`src/rtl/spi_crc_pkg.sv`:
```
package spi_crc_pkg;
    typedef enum logic [1:0] {
        ST_OFF   = 2'd0,
        ST_DATA  = 2'd1,
        ST_ARMED = 2'd2,
        ST_CRC   = 2'd3
    } crc_state_e;
endpackage

```
`src/rtl/spi_crc_lfsr.sv`:
```
module spi_crc_lfsr #(
    parameter int W  = 16,
    parameter int NW = 8
) (
    input  logic         clk,
    input  logic         rst_n,
    input  logic         clr,
    input  logic         adv,
    input  logic         wide,
    input  logic [W-1:0] poly,
    input  logic         din,
    output logic [W-1:0] q
);
    localparam logic [W-1:0] NMASK = {{(W-NW){1'b0}}, {NW{1'b1}}};

    logic         top_bit;
    logic         fb;
    logic [W-1:0] poly_eff;
    logic [W-1:0] shifted;
    logic [W-1:0] nxt;

    always_comb begin
        top_bit  = wide ? q[W-1] : q[NW-1];
        fb       = din ^ top_bit;
        poly_eff = wide ? poly : (poly & NMASK);
        shifted  = {q[W-2:0], 1'b0};
        nxt      = fb ? (shifted ^ poly_eff) : shifted;
        if (!wide) begin
            nxt = nxt & NMASK;
        end
    end

    always_ff @(posedge clk or negedge rst_n) begin
        if (!rst_n) begin
            q <= '0;
        end else if (clr) begin
            q <= '0;
        end else if (adv) begin
            q <= nxt;
        end
    end
endmodule

```
`src/rtl/spi_crc_seq.sv`:
```
module spi_crc_seq
    import spi_crc_pkg::*;
#(
    parameter int W  = 16,
    parameter int NW = 8,
    localparam int IW = $clog2(W)
) (
    input  logic          clk,
    input  logic          rst_n,
    input  logic          en,
    input  logic          wide,
    input  logic          stb,
    input  logic          next_req,
    input  logic          queued,
    output crc_state_e    state,
    output logic [IW-1:0] sel,
    output logic          clr,
    output logic          adv,
    output logic          chk,
    output logic          last,
    output logic          pending
);
    crc_state_e    state_d;
    logic [IW-1:0] cnt;
    logic [IW-1:0] lim;

    assign lim  = wide ? IW'(W - 1) : IW'(NW - 1);
    assign last = (cnt == lim);
    assign sel  = lim - cnt;

    // next-state logic
    always_comb begin
        state_d = state;
        unique case (state)
            ST_OFF:   if (en) state_d = ST_DATA;
            ST_DATA:  if (!en) state_d = ST_OFF;
                      else if (next_req) state_d = ST_ARMED;
            ST_ARMED: if (!en) state_d = ST_OFF;
                      else if (stb && last && !queued) state_d = ST_CRC;
            ST_CRC:   if (!en) state_d = ST_OFF;
                      else if (stb && last) state_d = ST_DATA;
        endcase
    end

    // state register
    always_ff @(posedge clk or negedge rst_n) begin
        if (!rst_n) begin
            state <= ST_OFF;
        end else begin
            state <= state_d;
        end
    end

    // frame bit counter
    always_ff @(posedge clk or negedge rst_n) begin
        if (!rst_n) begin
            cnt <= '0;
        end else if (state == ST_OFF) begin
            cnt <= '0;
        end else if (stb) begin
            cnt <= last ? '0 : cnt + 1'b1;
        end
    end

    // outputs
    always_comb begin
        clr     = 1'b0;
        adv     = 1'b0;
        chk     = 1'b0;
        pending = 1'b0;
        unique case (state)
            ST_OFF:   clr = en;
            ST_DATA:  adv = stb;
            ST_ARMED: begin
                adv     = stb;
                pending = 1'b1;
            end
            ST_CRC:   begin
                chk     = stb;
                pending = 1'b1;
            end
        endcase
    end
endmodule

```
`src/rtl/spi_crc_errchk.sv`:
```
module spi_crc_errchk (
    input  logic clk,
    input  logic rst_n,
    input  logic off,
    input  logic chk,
    input  logic last,
    input  logic rx_bit,
    input  logic exp_bit,
    input  logic err_clr,
    output logic err
);
    logic mism_q;
    logic bit_bad;
    logic set_err;

    assign bit_bad = rx_bit ^ exp_bit;
    assign set_err = chk && last && (mism_q || bit_bad);

    always_ff @(posedge clk or negedge rst_n) begin
        if (!rst_n) begin
            mism_q <= 1'b0;
        end else if (off || (chk && last)) begin
            mism_q <= 1'b0;
        end else if (chk) begin
            mism_q <= mism_q | bit_bad;
        end
    end

    always_ff @(posedge clk or negedge rst_n) begin
        if (!rst_n) begin
            err <= 1'b0;
        end else if (set_err) begin
            err <= 1'b1;
        end else if (err_clr) begin
            err <= 1'b0;
        end
    end
endmodule

```
`src/rtl/spi_crc_engine.sv`:
```
module spi_crc_engine
    import spi_crc_pkg::*;
#(
    parameter int W  = 16,
    parameter int NW = 8,
    localparam int IW = $clog2(W),
    localparam int NLANE = 2
) (
    input  logic         clk,
    input  logic         rst_n,
    input  logic         cfg_crc_en,
    input  logic         cfg_wide,
    input  logic [W-1:0] cfg_poly,
    input  logic         cfg_err_ie,
    input  logic         crc_next_req,
    input  logic         err_clr,
    input  logic         sample_stb,
    input  logic         tx_data_bit,
    input  logic         tx_queued,
    input  logic         rx_bit,
    output logic         tx_line,
    output logic         crc_phase,
    output logic         crc_next_pending,
    output logic [W-1:0] tx_crc_q,
    output logic [W-1:0] rx_crc_q,
    output logic         crc_err,
    output logic         err_irq
);
    crc_state_e    state;
    logic [IW-1:0] sel;
    logic          clr, adv, chk, last;
    logic [NLANE-1:0] lane_din;
    logic [W-1:0]     lane_q [NLANE];

    spi_crc_seq #(.W(W), .NW(NW)) seq_i (
        .clk      (clk),
        .rst_n    (rst_n),
        .en       (cfg_crc_en),
        .wide     (cfg_wide),
        .stb      (sample_stb),
        .next_req (crc_next_req),
        .queued   (tx_queued),
        .state    (state),
        .sel      (sel),
        .clr      (clr),
        .adv      (adv),
        .chk      (chk),
        .last     (last),
        .pending  (crc_next_pending)
    );

    assign lane_din = {rx_bit, tx_data_bit};

    for (genvar g = 0; g < NLANE; g++) begin : g_lane
        spi_crc_lfsr #(.W(W), .NW(NW)) lfsr_i (
            .clk   (clk),
            .rst_n (rst_n),
            .clr   (clr),
            .adv   (adv),
            .wide  (cfg_wide),
            .poly  (cfg_poly),
            .din   (lane_din[g]),
            .q     (lane_q[g])
        );
    end

    assign tx_crc_q  = lane_q[0];
    assign rx_crc_q  = lane_q[1];
    assign crc_phase = (state == ST_CRC);
    assign tx_line   = crc_phase ? tx_crc_q[sel] : tx_data_bit;

    spi_crc_errchk err_i (
        .clk     (clk),
        .rst_n   (rst_n),
        .off     (state == ST_OFF),
        .chk     (chk),
        .last    (last),
        .rx_bit  (rx_bit),
        .exp_bit (rx_crc_q[sel]),
        .err_clr (err_clr),
        .err     (crc_err)
    );

    assign err_irq = crc_err & cfg_err_ie;
endmodule

```
`config.mk`:
```
export PLATFORM = sky130hd
export DESIGN_NAME = spi_crc_engine
export DESIGN_NICKNAME = d
export VERILOG_FILES = /design/src/rtl/spi_crc_pkg.sv /design/src/rtl/spi_crc_lfsr.sv /design/src/rtl/spi_crc_seq.sv /design/src/rtl/spi_crc_errchk.sv /design/src/rtl/spi_crc_engine.sv
export SDC_FILE = /design/constraint.sdc
export NUM_CORES = 1
export LEC_CHECK = 0
export BUFFER_PORTS_ARGS = -buffer_cell sky130_fd_sc_hd__buf_2
export CAP_MARGIN = 10
export CORE_MARGIN = 4
export CORE_UTILIZATION = 45
export CTS_BUF_LIST = sky130_fd_sc_hd__clkbuf_4
export CTS_CLUSTER_DIAMETER = 30
export CTS_CLUSTER_SIZE = 16
export DETAILED_ROUTE_END_ITERATION = 6
export HOLD_SLACK_MARGIN = 0.08
export MAX_ROUTING_LAYER = met4
export PLACE_DENSITY = 0.81
export SETUP_SLACK_MARGIN = 0.3
export SYNTH_ARGS = -nofsm -noshare
export SYNTH_HDL_FRONTEND = slang
export SYNTH_SLANG_ARGS = --single-unit
```
`constraint.sdc`:
```
create_clock -name clk -period 3.4 [get_ports clk]
set_clock_uncertainty 0.1 [all_clocks]
set_input_delay 0 -clock clk [delete_from_list [all_inputs] [get_ports clk]]
set_output_delay 0 -clock clk [all_outputs]
set_load 0.03 [all_outputs]
```
### Word level (Yosys, flattened, before mapping)

Cells that the tools add are included.

| word-level totals | value |
|---|---|
| flip-flop bits (word level) | 40 |
| input port bits | 27 |
| output and inout bits | 37 |
| word-level logic and storage cells | 75 |

| cells by class | value |
|---|---|
| $add $sub $neg | 2 |
| $lt $le $gt $ge | 1 |
| equal/unequal tests | 8 |
| mux-type cells | 36 |
| bitwise logic cells | 7 |
| reduce and logical (&&, ||, !) cells | 15 |

Operators by type and width:

| kind | number |
|---|---|
| $mux 16 | 9 |
| $xor 16x16->16 | 2 |
| $mux 4 | 4 |
| $mux 2 | 7 |
| $mux 1 | 13 |
| $bmux 1 s4 | 2 |
| $pmux 2 s4 | 1 |
| $reduce_bool 2->1 | 4 |
| $ne 3x2->1 const B | 2 |
| $lt 4x5->1 const B | 1 |
| $add 4x1->4 const B | 1 |
| $eq 2x2->1 const B | 2 |
| $eq 4x4->1 | 1 |
| $logic_and 1x1->1 | 4 |
| $reduce_and 4->1 | 1 |
| $reduce_or 2->1 | 2 |
| $sub 4x4->4 | 1 |
| $ne 3x3->1 const B | 1 |
| $xor 1x1->1 | 3 |
| $eq 2x1->1 const B | 1 |
| $logic_not 2->1 | 1 |
| $logic_or 1x1->1 | 2 |
| $ne 2x2->1 const B | 1 |
| $and 1x1->1 | 1 |
| other kinds (2) | 2 |

### Logic depth before layout (Yosys ltp)

| logic depth | value |
|---|---|
| depth in word-level cells | 8 |
| mapped depth | 8 |

### By module

A second synthesis with hierarchy kept.

| unflattened totals | value |
|---|---|
| cells, all modules | 304 |
| area, all modules | 2999.1 µm² |

Modules (own cells, without submodules):

| module | instances | cells an instance | area each (µm²) | sequential area each (µm²) |
|---|---|---|---|---|
| spi_crc_lfsr | 2 | 114 | 1062.3 | 400.4 |
| spi_crc_seq | 1 | 50 | 462.9 | 150.1 |
| spi_crc_engine | 1 | 16 | 301.5 | 0.0 |
| spi_crc_errchk | 1 | 10 | 110.1 | 50.0 |

### Worst setup path after synthesis

OpenSTA, ideal clock, no wires.

| timing path | value |
|---|---|
| path kind | register -> register |
| start | reg g_lane[1].lfsr_i.q[2] |
| end | reg err_i.mism_q |
| library setup time | 0.068 ns |
| arrival time | 1.797 ns |
| setup slack | 1.434 ns |
| cell stages (with the launch flop) | 6 |
| cells stage by stage | dfrtp_1 -> mux4_1 -> mux2i_1 -> mux2i_1 -> or4_1 -> nand3_1 |

| on the way | value |
|---|---|
| cells in the longest elaborated chain, start to end | 6 |

RTL lines:

| item | line | source |
|---|---|---|
| start: declaration | spi_crc_lfsr.sv:12 | `output logic [W-1:0] q` |
| start signal: assignment | spi_crc_lfsr.sv:39 | `q <= nxt;` |
| $bmux 1 s4 | spi_crc_engine.sv:79 | `.exp_bit (rx_crc_q[sel]),` |
| $mux 1 (not written as such) | spi_crc_engine.sv:79 |  |
| $xor 1x1->1 | spi_crc_errchk.sv:16 | `assign bit_bad = rx_bit ^ exp_bit;` |
| $or 1x1->1 | spi_crc_errchk.sv:25 | `mism_q <= mism_q \| bit_bad;` |
| $mux 1 | spi_crc_errchk.sv:24 | `end else if (chk) begin` |
| $mux 1 | spi_crc_errchk.sv:22 | `end else if (off \|\| (chk && last)) begin` |
| end signal: assignment | spi_crc_errchk.sv:25 |  |
| end: declaration | spi_crc_errchk.sv:12 | `logic mism_q;` |

Every way passes these cells. The select of a mux whose other input is x is not followed.
A chain may end at the register's enable or synchronous reset.

### Worst setup path in the final report

| timing path | value |
|---|---|
| start | reg seq_i.cnt[0] |
| end | reg err_i.err |

| on the way | value |
|---|---|
| cells in the longest elaborated chain, start to end | 7 |
| elaborated cells on any way between the ends | 10 |
| those cells by class | add/sub (1); eq/ne (1); mux (3); bitwise (1); reduce/logical (4) |

RTL lines:

| item | line | source |
|---|---|---|
| start: declaration | spi_crc_seq.sv:24 | `logic [IW-1:0] cnt;` |
| start signal: assignment | spi_crc_seq.sv:61 | `cnt <= last ? '0 : cnt + 1'b1;` |
| $sub 4x4->4 | spi_crc_seq.sv:29 | `assign sel = lim - cnt;` |
| $bmux 1 s4 | spi_crc_engine.sv:79 |  |
| $mux 1 (not written as such) | spi_crc_engine.sv:79 |  |
| $xor 1x1->1 | spi_crc_errchk.sv:16 |  |
| $logic_or 1x1->1 | spi_crc_errchk.sv:17 | `assign set_err = chk && last && (mism_q \|\| bit_bad);` |
| $logic_and 1x1->1 * | spi_crc_errchk.sv:17 |  |
| $mux 1 or $reduce_bool 2->1 (tied branches) | -- |  |
| end signal: assignment | spi_crc_errchk.sv:31 | `err <= 1'b0;` |
| end signal: assignment | spi_crc_errchk.sv:33 | `err <= 1'b1;` |
| end signal: assignment | spi_crc_errchk.sv:35 | `err <= 1'b0;` |
| end: declaration | spi_crc_errchk.sv:10 | `output logic err` |

Mark *: on every way between the ends. The rest lies on a longest branch, timed or not. The select of a mux whose other input is x is not followed.

==> flow_summary.ini <==
[run_status]
status = finished, final reports clean

[worst_hold_path]
worst_hold_path_type = input pin to flop

[cells_and_area]
number_of_nets_in_the_final_layout = 362
final_common_cell = nand2_1
area_growth_syn_to_layout_pct = 24.5
postLayoutCellArea_um2 = 3070
layout-drive-gt1-share_pct = 24.3
final_cell_mix = 68 x nand2_1, 63 x buf_2, 40 x dfrtp_1
antenna_cells_inserted = 0

[die]
start_util_pct = 47.3
dieHeight_um = 82.0
top_level_ports = 64
std_cell_rows = 26
design.die.area_um2 = 6720
design.core.area_um2 = 5200
die_width_um = 82.0

[synthesis]
yosys_warnings = 0
synthCells = 247
synth_enable_flop_cells = 0
yosys.cell_types.count = 37
synth-main-ff-cell = dfrtp_1
asyncSetResetFlopFracSynth_pct = 100
ys_ff_latch = 40
seq_area_frac_synth_pct = 40.7
syn-num-nets = 280
syn-cell-area_um2 = 2460
syn_avg_cell_area_um2 = 9.97

[run]
drv.max_cap_violation_count = 0

[route]
routed_wire_length_per_instance_um = 15.5
starting_drc_count_in_detailed_routing = 115
vias_cell = 5.19
firstDrtPassIters = 4
ant_nets = 0
detail_route.wirelength_um = 6190
via_count = 2070
drc_errors = 0

[cts]
clock_insertion_delay_worst_skew_ns = 0.35
cts_buffer_depth = 2
cts_tree = done
cts.root.buffer_cell = clkbuf_4
clk_pin_slew_ns = 0.10
cts_made_buffers = 5
postCtsSetupRepairBufs = 0
post_cts_resize_count = 0
cts_num_sinks = 40
htree_levels = 2

[grt]
first_global_vias = 2070
grt_start_max_net_pins = 41
number_of_antenna_violations_at_the_first_check_in_global_routing = 0
overflow_left_after_global_routing = 0
grt_first_pass_wirelength_um = 10200
grt.total_usage_pct = 20.5

[sta]
max_clock_freq_ghz = 0.379
finalHoldViolations = 0
timing.final.setup_violations = 0
maxSlewHeadroom_pct = 40.1
period_share_pct = 77.6
final_period_minus_worst_setup_slack_ns = 2.64
report.final.slew_viol_count = 0
rsz0062_at_grt = false
worstMarginPinSlew_ns = 0.894
setup_total_negative_slack_ns = 0

[setup_path]
worst_setup_path_start_kind = flop
critPathCaptureType = flop
worst_ep_arrival_time_ns = 2.82
path_class = flop to flop
worst_ep_required_time_ns = 3.58
path_max_fanout = 11

[pwr]
pwr_density_cell_nw_per_um2 = 841
cellLeakagePower_nw = 1.57
max-vdd-ir-drop_mv = 0.472

[place]
buffer_ports.inserted = 63
postPlaceCellArea_um2 = 2790
gp_routability_congestion = 0.845
hpwl_reported_at_the_end_of_detailed_placement_um = 4360
## per-layer routing
metal	global-route usage (%)	vias to the layer above	share of wire (%)
met2	31.8	83	47
li1	-	1018	-
met1	26.7	958	44
met3	5.37	11	7.4
met5	-	-	0
met4	5.15	0	1.4
## cell type report
type	count	area, um2
repair buffers	87	553
multi-input cells	190	1360
clock inverters	1	5.00
fillers	451	2140
clock buffers	6	45.0
well taps	70	87.6
inverters	5	18.8
flip-flops and latches	40	1000
## cells in the mapped netlist, drive strengths merged, types with 3 or more instances
cell type / instances / share of area, %
nand2: 68 / 10
dfrtp: 40 / 41
o21ai: 31 / 6.3
xor2: 30 / 11
mux2i: 9 / 3.7
mux4: 9 / 9.5
clkbuf: 8 / 2.4
nand3: 7 / 1.4
ha: 6 / 3.0
nor2: 6 / 0.91
inv: 5 / 0.76
xnor2: 4 / 2.8
a21oi: 3 / 0.61
buf: 3 / 0.86
## power breakdown
| group | switching (W) | leakage, nW | internal, W |
|---|---|---|---|
| logic | 0.000896 | 1.00 | 0.000534 |
| registers | 0.000266 | 0.541 | 0.000657 |
| clock network | 0.000143 | 0.0315 | 0.0000842 |
## what timing repair did
action | 4_1_cts | 5_1_grt
setup endpoints to repair | 0 | 0
hold buffers | 23 | 0
endpoints found under the hold margin | 80 | 0
## critical path, cell delays in order, from the launching register on
cell and delay, ns:
dfrtp_1 0.66, mux4_1 0.63, mux2i_1 0.17, mux2i_1 0.16, or2_1 0.25, nand3_1 0.07, dlygate4sd3_1 0.54
## registers in the layout (all words and copies together), names as in the netlist
register	count
err_i.err	1
err_i.mism_q	1
g_lane.lfsr_i.q	32
seq_i.cnt	4
seq_i.state	2
## cell families (layout without fill, tap and decap cells)
kind of cell	count (synthesis)	in the layout	share of synthesized area (%)
AO/OA/AOI/OAI	40	40	9.10
XOR/XNOR	34	34	13.5
adder cells (fa/ha/maj)	6	6	3.05
buffers and inverters	17	99	4.52
flip-flops	40	40	40.7
multiplexers	19	19	13.6
AND/OR/NAND/NOR	91	91	15.7
## stage by stage
stage	std cells	total power [W]	hold slack [ns]	utilization (%)	setup slack [ns]
detailed placement	369	0.00233	0.0686	53.5	1.06
CTS	399	0.00258	0.114	58.9	0.751
global route	399	0.00277	0.132	58.9	0.654
global placement	369	0.00230	0.0557	53.5	1.19
floorplan	247	0.00195	-0.396	-	1.43
finish	399	0.00258	0.115	58.9	0.761
## path summary, 6_finish.rpt
path | from | end | slack (ns) | cells past startpoint
worst max-delay path | seq_i.cnt[0] | err_i.err | 0.76 | 6
worst min-delay path | tx_queued | seq_i.state[0] | 0.12 | 4
worst max register to register | seq_i.cnt[0] | err_i.err | 0.76 | 6
worst min register to register | err_i.mism_q | err_i.mism_q | 0.41 | 2
max in group asynchronous | rst_n | g_lane[0].lfsr_i.q[0] | 2.44 | 2
min in group asynchronous | rst_n | g_lane[0].lfsr_i.q[10] | 0.19 | 2
(Power assumes the default switching activity.)
